===== config.mk =====
export PLATFORM = sky130hd
export DESIGN_NAME = lcd_scan_seq
export DESIGN_NICKNAME = d
export VERILOG_FILES = /design/src/rtl/lcd_scan_pkg.sv /design/src/rtl/lcd_scan_timer.sv /design/src/rtl/lcd_seg_pipe.sv /design/src/rtl/lcd_com_drive.sv /design/src/rtl/lcd_scan_seq.sv
export SDC_FILE = /design/constraint.sdc
export NUM_CORES = 1
export LEC_CHECK = 0
export BUFFER_PORTS_ARGS = -buffer_cell sky130_fd_sc_hd__buf_2
export CAP_MARGIN = 40
export CORE_MARGIN = 2
export CORE_UTILIZATION = 25
export DETAILED_ROUTE_END_ITERATION = 7
export SYNTH_ARGS = -nofsm -noshare
export SYNTH_HDL_FRONTEND = slang
export SYNTH_SLANG_ARGS = --single-unit

===== constraint.sdc =====
create_clock -name clk -period 10.6 [get_ports clk]
set_clock_uncertainty 0.05 [all_clocks]
set_input_delay 2.12 -clock clk [delete_from_list [all_inputs] [get_ports clk]]
set_output_delay 2.12 -clock clk [all_outputs]
set_load 0.05 [all_outputs]

===== src/rtl/lcd_scan_pkg.sv =====
package lcd_scan_pkg;
    localparam int unsigned COM_COUNT  = 34;
    localparam int unsigned SEG_COUNT  = 120;
    localparam int unsigned LEN_BITS   = 10;
    localparam int unsigned DOTS_LINE  = 8;
endpackage


===== src/rtl/lcd_scan_timer.sv =====
module lcd_scan_timer #(
    parameter int unsigned NUM_SEG  = 120,
    parameter int unsigned NUM_SLOT = 33,
    parameter int unsigned LEN_W    = 10,
    localparam int unsigned SLOT_W  = $clog2(NUM_SLOT),
    localparam int unsigned COL_W   = $clog2(NUM_SEG)
) (
    input  logic              clk,
    input  logic              rst,
    input  logic [LEN_W-1:0]  slot_len,
    output logic [COL_W-1:0]  col,
    output logic [SLOT_W-1:0] fill_slot,
    output logic              shifting,
    output logic              boundary
);
    localparam logic [LEN_W-1:0]  SEG_L     = LEN_W'(NUM_SEG);
    localparam logic [SLOT_W-1:0] LAST_SLOT = SLOT_W'(NUM_SLOT - 1);

    typedef struct packed {
        logic [LEN_W-1:0]  cyc;
        logic [SLOT_W-1:0] fill;
    } tmr_t;

    tmr_t st_d, st_q;
    logic [LEN_W-1:0] last_cyc;

    always_comb begin
        st_d     = st_q;
        last_cyc = (slot_len < SEG_L) ? SEG_L - 1'b1 : slot_len - 1'b1;
        shifting = st_q.cyc < SEG_L;
        boundary = st_q.cyc >= last_cyc;
        if (boundary) begin
            st_d.cyc  = '0;
            st_d.fill = (st_q.fill == LAST_SLOT) ? '0 : st_q.fill + 1'b1;
        end else begin
            st_d.cyc  = st_q.cyc + 1'b1;
        end
    end

    always_ff @(posedge clk or posedge rst) begin
        if (rst) st_q <= '0;
        else     st_q <= st_d;
    end

    assign col       = st_q.cyc[COL_W-1:0];
    assign fill_slot = st_q.fill;
endmodule


===== src/rtl/lcd_seg_pipe.sv =====
module lcd_seg_pipe #(
    parameter int unsigned NUM_SEG = 120
) (
    input  logic               clk,
    input  logic               rst,
    input  logic               shift_en,
    input  logic               din,
    input  logic               load,
    output logic [NUM_SEG-1:0] seg
);
    typedef struct packed {
        logic [NUM_SEG-1:0] sh;
        logic [NUM_SEG-1:0] lat;
    } pipe_t;

    pipe_t p_d, p_q;

    always_comb begin
        p_d = p_q;
        // first column shifted in ends at bit 0 after NUM_SEG shifts
        if (shift_en) p_d.sh = {din, p_q.sh[NUM_SEG-1:1]};
        // take the post-shift value so a minimum-length slot still latches the last column
        if (load) p_d.lat = p_d.sh;
    end

    always_ff @(posedge clk or posedge rst) begin
        if (rst) p_q <= '0;
        else     p_q <= p_d;
    end

    assign seg = p_q.lat;
endmodule


===== src/rtl/lcd_com_drive.sv =====
module lcd_com_drive #(
    parameter int unsigned NUM_COM = 34,
    localparam int unsigned NUM_SLOT = NUM_COM - 1,
    localparam int unsigned SLOT_W   = $clog2(NUM_SLOT)
) (
    input  logic               clk,
    input  logic               rst,
    input  logic               load,
    input  logic [SLOT_W-1:0]  slot,
    output logic [NUM_COM-1:0] com,
    output logic               frame
);
    typedef struct packed {
        logic [NUM_COM-1:0] com;
        logic               frame;
    } cd_t;

    cd_t c_d, c_q;

    always_comb begin
        c_d       = c_q;
        c_d.frame = 1'b0;
        if (load) begin
            for (int k = 0; k < NUM_COM; k++) begin
                c_d.com[k] = (k < NUM_SLOT) && (SLOT_W'(k) == slot);
            end
            if (slot == '0) begin
                c_d.com[NUM_COM-1] = 1'b1;
                c_d.frame          = 1'b1;
            end
        end
    end

    always_ff @(posedge clk or posedge rst) begin
        if (rst) c_q <= '0;
        else     c_q <= c_d;
    end

    assign com   = c_q.com;
    assign frame = c_q.frame;
endmodule


===== src/rtl/lcd_scan_seq.sv =====
module lcd_scan_seq
    import lcd_scan_pkg::*;
#(
    parameter int unsigned NUM_COM = COM_COUNT,
    parameter int unsigned NUM_SEG = SEG_COUNT,
    parameter int unsigned LEN_W   = LEN_BITS,
    parameter int unsigned DOTS    = DOTS_LINE,
    localparam int unsigned NUM_SLOT = NUM_COM - 1,
    localparam int unsigned SLOT_W   = $clog2(NUM_SLOT),
    localparam int unsigned COL_W    = $clog2(NUM_SEG),
    localparam int unsigned DOT_W    = $clog2(DOTS),
    localparam int unsigned LINE_W   = SLOT_W - DOT_W
) (
    input  logic               clk,
    input  logic               rst,
    input  logic [LEN_W-1:0]   slot_len,
    output logic               pix_req,
    output logic [SLOT_W-1:0]  pix_row,
    output logic [COL_W-1:0]   pix_col,
    output logic               pix_icon,
    output logic [LINE_W-1:0]  pix_line,
    output logic [DOT_W-1:0]   pix_dot,
    input  logic               pix_bit,
    output logic [NUM_SEG-1:0] seg_out,
    output logic [NUM_COM-1:0] com_out,
    output logic               frame_start
);
    logic              shifting;
    logic              boundary;
    logic [SLOT_W-1:0] fill_slot;
    logic [SLOT_W-1:0] row_m1;

    lcd_scan_timer #(.NUM_SEG(NUM_SEG), .NUM_SLOT(NUM_SLOT), .LEN_W(LEN_W)) u_timer (
        .clk       (clk),
        .rst       (rst),
        .slot_len  (slot_len),
        .col       (pix_col),
        .fill_slot (fill_slot),
        .shifting  (shifting),
        .boundary  (boundary)
    );

    lcd_seg_pipe #(.NUM_SEG(NUM_SEG)) u_seg (
        .clk      (clk),
        .rst      (rst),
        .shift_en (shifting),
        .din      (pix_bit),
        .load     (boundary),
        .seg      (seg_out)
    );

    lcd_com_drive #(.NUM_COM(NUM_COM)) u_com (
        .clk   (clk),
        .rst   (rst),
        .load  (boundary),
        .slot  (fill_slot),
        .com   (com_out),
        .frame (frame_start)
    );

    always_comb begin
        pix_req  = shifting;
        pix_row  = fill_slot;
        pix_icon = (fill_slot == '0);
        row_m1   = pix_icon ? '0 : fill_slot - 1'b1;
        pix_line = row_m1[SLOT_W-1:DOT_W];
        pix_dot  = row_m1[DOT_W-1:0];
    end
endmodule


# ---- Word level (Yosys, flattened, before mapping)
# Index checks and enable logic that the tools add are counted.
dict set report op_classes {
  addsub 4
  order_cmp 3
  n_eq_ne 33
  muxes 7
  n_reduce_logical 1
}
# op n
set op_table {}
lappend op_table {{2-to-1 mux 120 bit} 1}
lappend op_table {{== test 5 x 6 -> 1 bit, first input constant} 16}
lappend op_table {{== test 4 x 6 -> 1 bit, first input constant} 8}
lappend op_table {{== test 3 x 6 -> 1 bit, first input constant} 4}
lappend op_table {{< comparator 10 x 7 -> 1 bit, second input constant} 2}
lappend op_table {{2-to-1 mux 10 bit} 2}
lappend op_table {{== test 2 x 6 -> 1 bit, first input constant} 2}
lappend op_table {{2-to-1 mux 6 bit} 2}
lappend op_table {{adder 10 x 1 -> 10 bit, second input constant} 1}
lappend op_table {{greater-or-equal comparator 10 bit} 1}
lappend op_table {{subtractor 10 x 1 -> 10 bit, second input constant} 1}
lappend op_table {{adder 6 x 1 -> 6 bit, second input constant} 1}
lappend op_table {{== test 1 x 6 -> 1 bit, first input constant} 1}
lappend op_table {{== test 6 bit, first input constant} 1}
lappend op_table {{== test 6 bit, second input constant} 1}
lappend op_table {{zero test 6 bit} 1}
lappend op_table {{subtractor 6 x 1 -> 6 bit, second input constant} 1}
lappend op_table {{2-to-1 mux 1 bit} 2}
dict set report totals {
  register_bits 291
  input_bits 13
  out_inout_bits 176
  elab_cells 54
}

# ---- Longest topological paths before layout
dict set report logic_depth {
  depth_word 4
  ltp_mapped 14
  ltp_nobuf 12
}

# ---- Cells and area by module
# A second synthesis with hierarchy kept.
dict set report hier_totals {
  cells_unflattened 922
  hier_area_um2 12986.2
}
# module instances cells_each area_per_inst_um2 seq_area_each_um2
set modules_own_cells {}
lappend modules_own_cells {lcd_seg_pipe 1 627 10183.5 6005.8}
lappend modules_own_cells {lcd_com_drive 1 121 1336.3 850.8}
lappend modules_own_cells {lcd_scan_timer 1 153 1316.3 400.4}
lappend modules_own_cells {lcd_scan_seq 1 21 150.1 0.0}

# ---- Worst setup path before layout
# OpenSTA, ideal clock, no wires.
dict set report synth_timing {
  path_type {input -> register}
  start {input slot_len[3]}
  end {register u_seg.p_q, in the netlist u_seg.seg[37]}
  setup_ns 0.125
  arrival_ns 4.492
  t_required_ns 10.425
  setup_slack_ns 5.934
  stages 10
  n_path_buf 1
  cell_sequence {or3_1 > nor3_1 > nand3_1 > xnor2_1 > nand2_1 > ha_1 > nand4_1 > o21ai_2 > clkbuf_1 > mux2_2}
}
dict set report synth_via {
  elab_chain_cells 3
  word_cells_on_any_way 4
  classes_between {add/sub (1); order compare (2); mux (1)}
}
# item line_no
set synth_rtl {}
lappend synth_rtl {{start, declared} lcd_scan_seq.sv:16} ;# input logic [LEN_W-1:0] slot_len,
lappend synth_rtl {{subtractor 10 x 1 -> 10 bit / < comparator 10 x 7 -> 1 bit (equally long branches)} lcd_scan_timer.sv:29} ;# last_cyc = (slot_len < SEG_L) ? SEG_L - 1'b1 : slot_len - 1'b1;
lappend synth_rtl {{2-to-1 mux 10 bit (*)} lcd_scan_timer.sv:29}
lappend synth_rtl {{greater-or-equal comparator 10 bit (*)} lcd_scan_timer.sv:31} ;# boundary = st_q.cyc >= last_cyc;
lappend synth_rtl {{end signal, assigned} lcd_seg_pipe.sv:28} ;# else p_q <= p_d;
lappend synth_rtl {{end, declared} lcd_seg_pipe.sv:16} ;# pipe_t p_d, p_q;
# Mark *: on every way between the ends. The rest lies on a longest branch, timed or not.
# A chain may end at the register's enable or synchronous reset.

# ---- Worst setup path after layout
dict set report layout_timing {
  start {input slot_len[3]}
  end {register u_seg.p_q, in the netlist u_seg.seg[31]}
}
# The elaborated chain is that of the path after synthesis.

==> metrics.md <==
| Metric | Value |
|---|---|
| Clock latency on the worst-skew pair | `0.52 ns` |
| Final Power | `0.004100 W` |
| Post-synth top cells | `dfrtp_1 (290), mux2_2 (147), buf_4 (134)` |
| Mapped Nets | `952` |
| Setup TNS | `0 ns` |
| Area fraction of the dominant cell type after synthesis | `55.12%` |
| Die Span Y | `233.5 um` |
| Sw Ratio | `36.82%` |
| I/O pin total | `189` |
| All-Layer GR Usage | `9.331%` |
| Syn. warnings | `0` |
| RSZ-0062 raised after global routing | `false` |
| Fmax | `0.1836 GHz` |
| Combinational share of power | `35.6%` |
| Syn Std Cell Area | `0.01317 mm^2` |
| Share of post-route cells with drive strength above 1 | `52.07%` |
| Crit start category | `input pin` |
| Total grt overflow | `0` |
| Family with the most delay on the worst path | `buffers and inverters` |
| Placed inst area | `0.01391 mm^2` |
| 1st-iter DRT viols | `286` |
| Mux cell area share after synthesis | `26.94%` |
| Sequential cell area | `0.007257 mm^2` |
| PwrDens | `272.4 mW/mm^2` |
| Share of synthesized cell area in and, or, nand and nor gates | `4.105%` |
| Post-synthesis register bit count | `290` |
| Worst slew margin | `55.05%` |
| Clock power share | `29.1%` |
| Post-route cell area | `0.01505 mm^2` |
| Mean Syn Cell Area | `14.26 um^2` |
| Pre-Repair DR Iteration Count | `4` |
| Period Utilization, post-route | `51.38%` |
| Hold_ws | `0.4325 ns` |
| DRC viols | `0` |
| Drt total wl | `25.36 mm` |
| Max Buffers Root-to-Sink | `3` |
| Worst path required time | `10.94 ns` |
| Final Critical Period | `5.447 ns` |
| Utilization after layout | `28.76%` |
| Hpwl dp | `17.42 mm` |
| Multi-input gate area | `0.004612 mm^2` |
| Largest area contributor in the netlist | `dfrtp_1` |
| Number of synthesized flops with an enable pin | `0` |
| Reg2Reg Depth | `8` |
| Worst min path class | `flip-flop to flip-flop` |
| Final-report hold violation count | `0` |
| CTS Hold Buffers Added | `0` |
| Pins Over Slew Limit | `0` |
| Initial antenna violation count | `0` |
| Dominant synthesized flop cell | `dfrtp_1` |
| Worst-margin pin slew | `0.6743 ns` |
| Root Buffer | `clkbuf_16` |
| Clock transition at path regs | `0.06 ns` |
| Outcome | `completed` |
| Initial Utilization | `25.16%` |
| R2R setup slack | `7.38 ns` |
| CP bufs+invs | `4` |
| Hold path startpoint | `u_seg.seg[59]$_DFFE_PP0P_` |
| Width of the die | `233.5 um` |
| Sequential share of the synthesized area | `55.12%` |
| Yosys cell types | `40` |
| Synth async-reset ratio | `100.0%` |
| Synth Area in Compound Gates | `1.216%` |
| ANT cells | `0` |
| Vias | `6,817` |
| Most common cell in the netlist | `dfrtp_1` |
| # clock sinks | `290` |
| Setup CP Type | `input pin to flip-flop` |
| Largest family of logic cells by synthesized area | `multiplexers` |
| Antenna-violating nets left | `0` |
| Synthesized instance count | `923` |
| Pint | `0.002590 W` |
| Vias in the first global route | `7,191` |
| Die area | `0.05452 mm^2` |
| Flop pwr share | `35.2%` |
| Wire per inst | `14.90 um` |
| Hold depth | `1` |
| Levels on crit path | `13` |
| P_sw | `0.001509 W` |
| Worst VDD drop | `0.0001237 V` |
| Fin nets | `1,020` |
| # setup viols final | `0` |
| P&R area growth vs syn | `14.32%` |
| FP Rows | `84` |
| Worst-path maximum fanout | `39` |
| XOR/XNOR share of the synthesized area | `1.131%` |
| Resize count post-CTS | `0` |
| CP cell instances | `buf_2, or3_1, nor3_1, nand3_1, xnor2_1, nand2_1, ha_1, nand4_1, o21ai_4, buf_4, buf_4, buf_12, mux2_2` |
| Slowest stage delay, CP | `0.51 ns` |
| Crit path top cell by count | `buf_4` |
| RD Place Congestion | `0.7331` |
| Crit path max-delay cell type | `buf_4` |
| Synth top area cells | `dfrtp_1 (55%), mux2_4 (14%), mux2_2 (13%)` |
| Pin count of the biggest net entering global routing | `87` |
| WP data arrival | `5.79 ns` |
| Critical path launch point | `slot_len[3]` |
| First-pass GRT wire length | `40.41 mm` |
| Post-CTS Setup Bufs | `0` |
| Core footprint | `0.05234 mm^2` |
| Crit end category | `flip-flop` |
| Fill cell count | `5,318` |
| CTS H-Tree Depth | `2` |
| Synth Area in Adders | `1.520%` |
| Max cap viols | `0` |
| Port Buf Inserts | `188` |
| Vias per cell | `4.005` |
| CTS Buf Count | `34` |
| Leakage | `7.543 nW` |
| Reg-to-reg startpoint | `u_timer.col[5]$_DFF_PP0_` |
| CTS tree | `done` |
==> layout by cell type (no fill, tap or decap), drive strengths merged, types with 2 or more instances in the layout <==
cell type  Yosys  routed
dfrtp        290     290
mux2         275     275
buf          165     202
nor2          63      63
clkbuf         5      49
nand2         22      22
ha            16      16
inv           11      12
nor3          11      11
xnor2         11      11
nand3          9       9
xor2           6       6
clkinv         0       5
nand4          4       4
bufinv         0       4
nand2b         3       3
o21a           3       3
or3            3       3
and2           3       3
o21ai          3       3
a21oi          2       2
nand3b         2       2
or2            2       2
a21o           2       2
a211oi         2       2
==> state kept, by name (all words and copies together), names as in the netlist <==
name and cells:
u_timer.st_q 3, u_com.frame 1, u_timer.col 7, u_timer.fill_slot 6
u_com.com 33, u_seg.seg 120, u_seg.p_q 120
==> cells by family after synthesis <==
family,after synthesis
AOI/OAI and AO/OA,20
xor gates and xnor gates,17
adders and majority gates,16
buffers and inverters,181
and+or+nand+nor,124
muxes,275
DFF,290
==> power by group through the flow <==
stage | clock network [W] | logic [W] | registers [W]
2_1_floorplan | 0 | 0.00129 | 0.00146
3_3_place_gp | 0 | 0.00144 | 0.00146
3_5_place_dp | 0 | 0.00148 | 0.00146
4_1_cts | 0.00125 | 0.00148 | 0.00145
5_1_grt | 0.00130 | 0.00156 | 0.00147
6_report | 0.00119 | 0.00146 | 0.00144
==> worst register-to-register path, cell delays in order (launching register included) <==
cell       delay [ns]
dfrtp_1          0.47
ha_1             0.35
a41oi_1          0.14
a2bb2oi_2        0.24
o21ai_4          0.16
buf_4            0.48
buf_4            0.55
buf_12           0.29
mux2_2           0.39
==> routing by layer <==
metal	up-vias	wire length (um)	global-route usage, %
met4	0	780	3.659
li1	3148	-	-
met1	3477	11690	12.41
met2	146	11350	13.99
met3	46	1537	3.027
met5	-	0	0
==> stage by stage <==
step,worst slack (ns),std cells
finish,5.153,1702
global route,4.988,1702
CTS,5.176,1702
detailed placement,4.622,1643
global placement,4.579,1638
floorplan,0.4243,923
==> worst paths after layout <==
check | to
worst max-delay path | u_seg.seg[31]$_DFFE_PP0P_
worst min-delay path | u_seg.seg[59]$_DFFE_PP0P_
worst max register to register | u_seg.seg[31]$_DFFE_PP0P_
worst min register to register | u_seg.seg[59]$_DFFE_PP0P_
max in group asynchronous | u_seg.p_q[228]$_DFF_PP0_
min in group asynchronous | u_seg.seg[14]$_DFFE_PP0P_
==> area by class of cell <==
class | count | share of cell area, %
clock inverter | 10 | 1.022
sequential | 290 | 48.21
tap | 688 | 5.719
clock buffer | 49 | 6.567
inverter | 11 | 0.3242
multi-input combinational | 452 | 30.64
timing repair buffer | 202 | 7.515
Power figures use the tool's default switching activity.
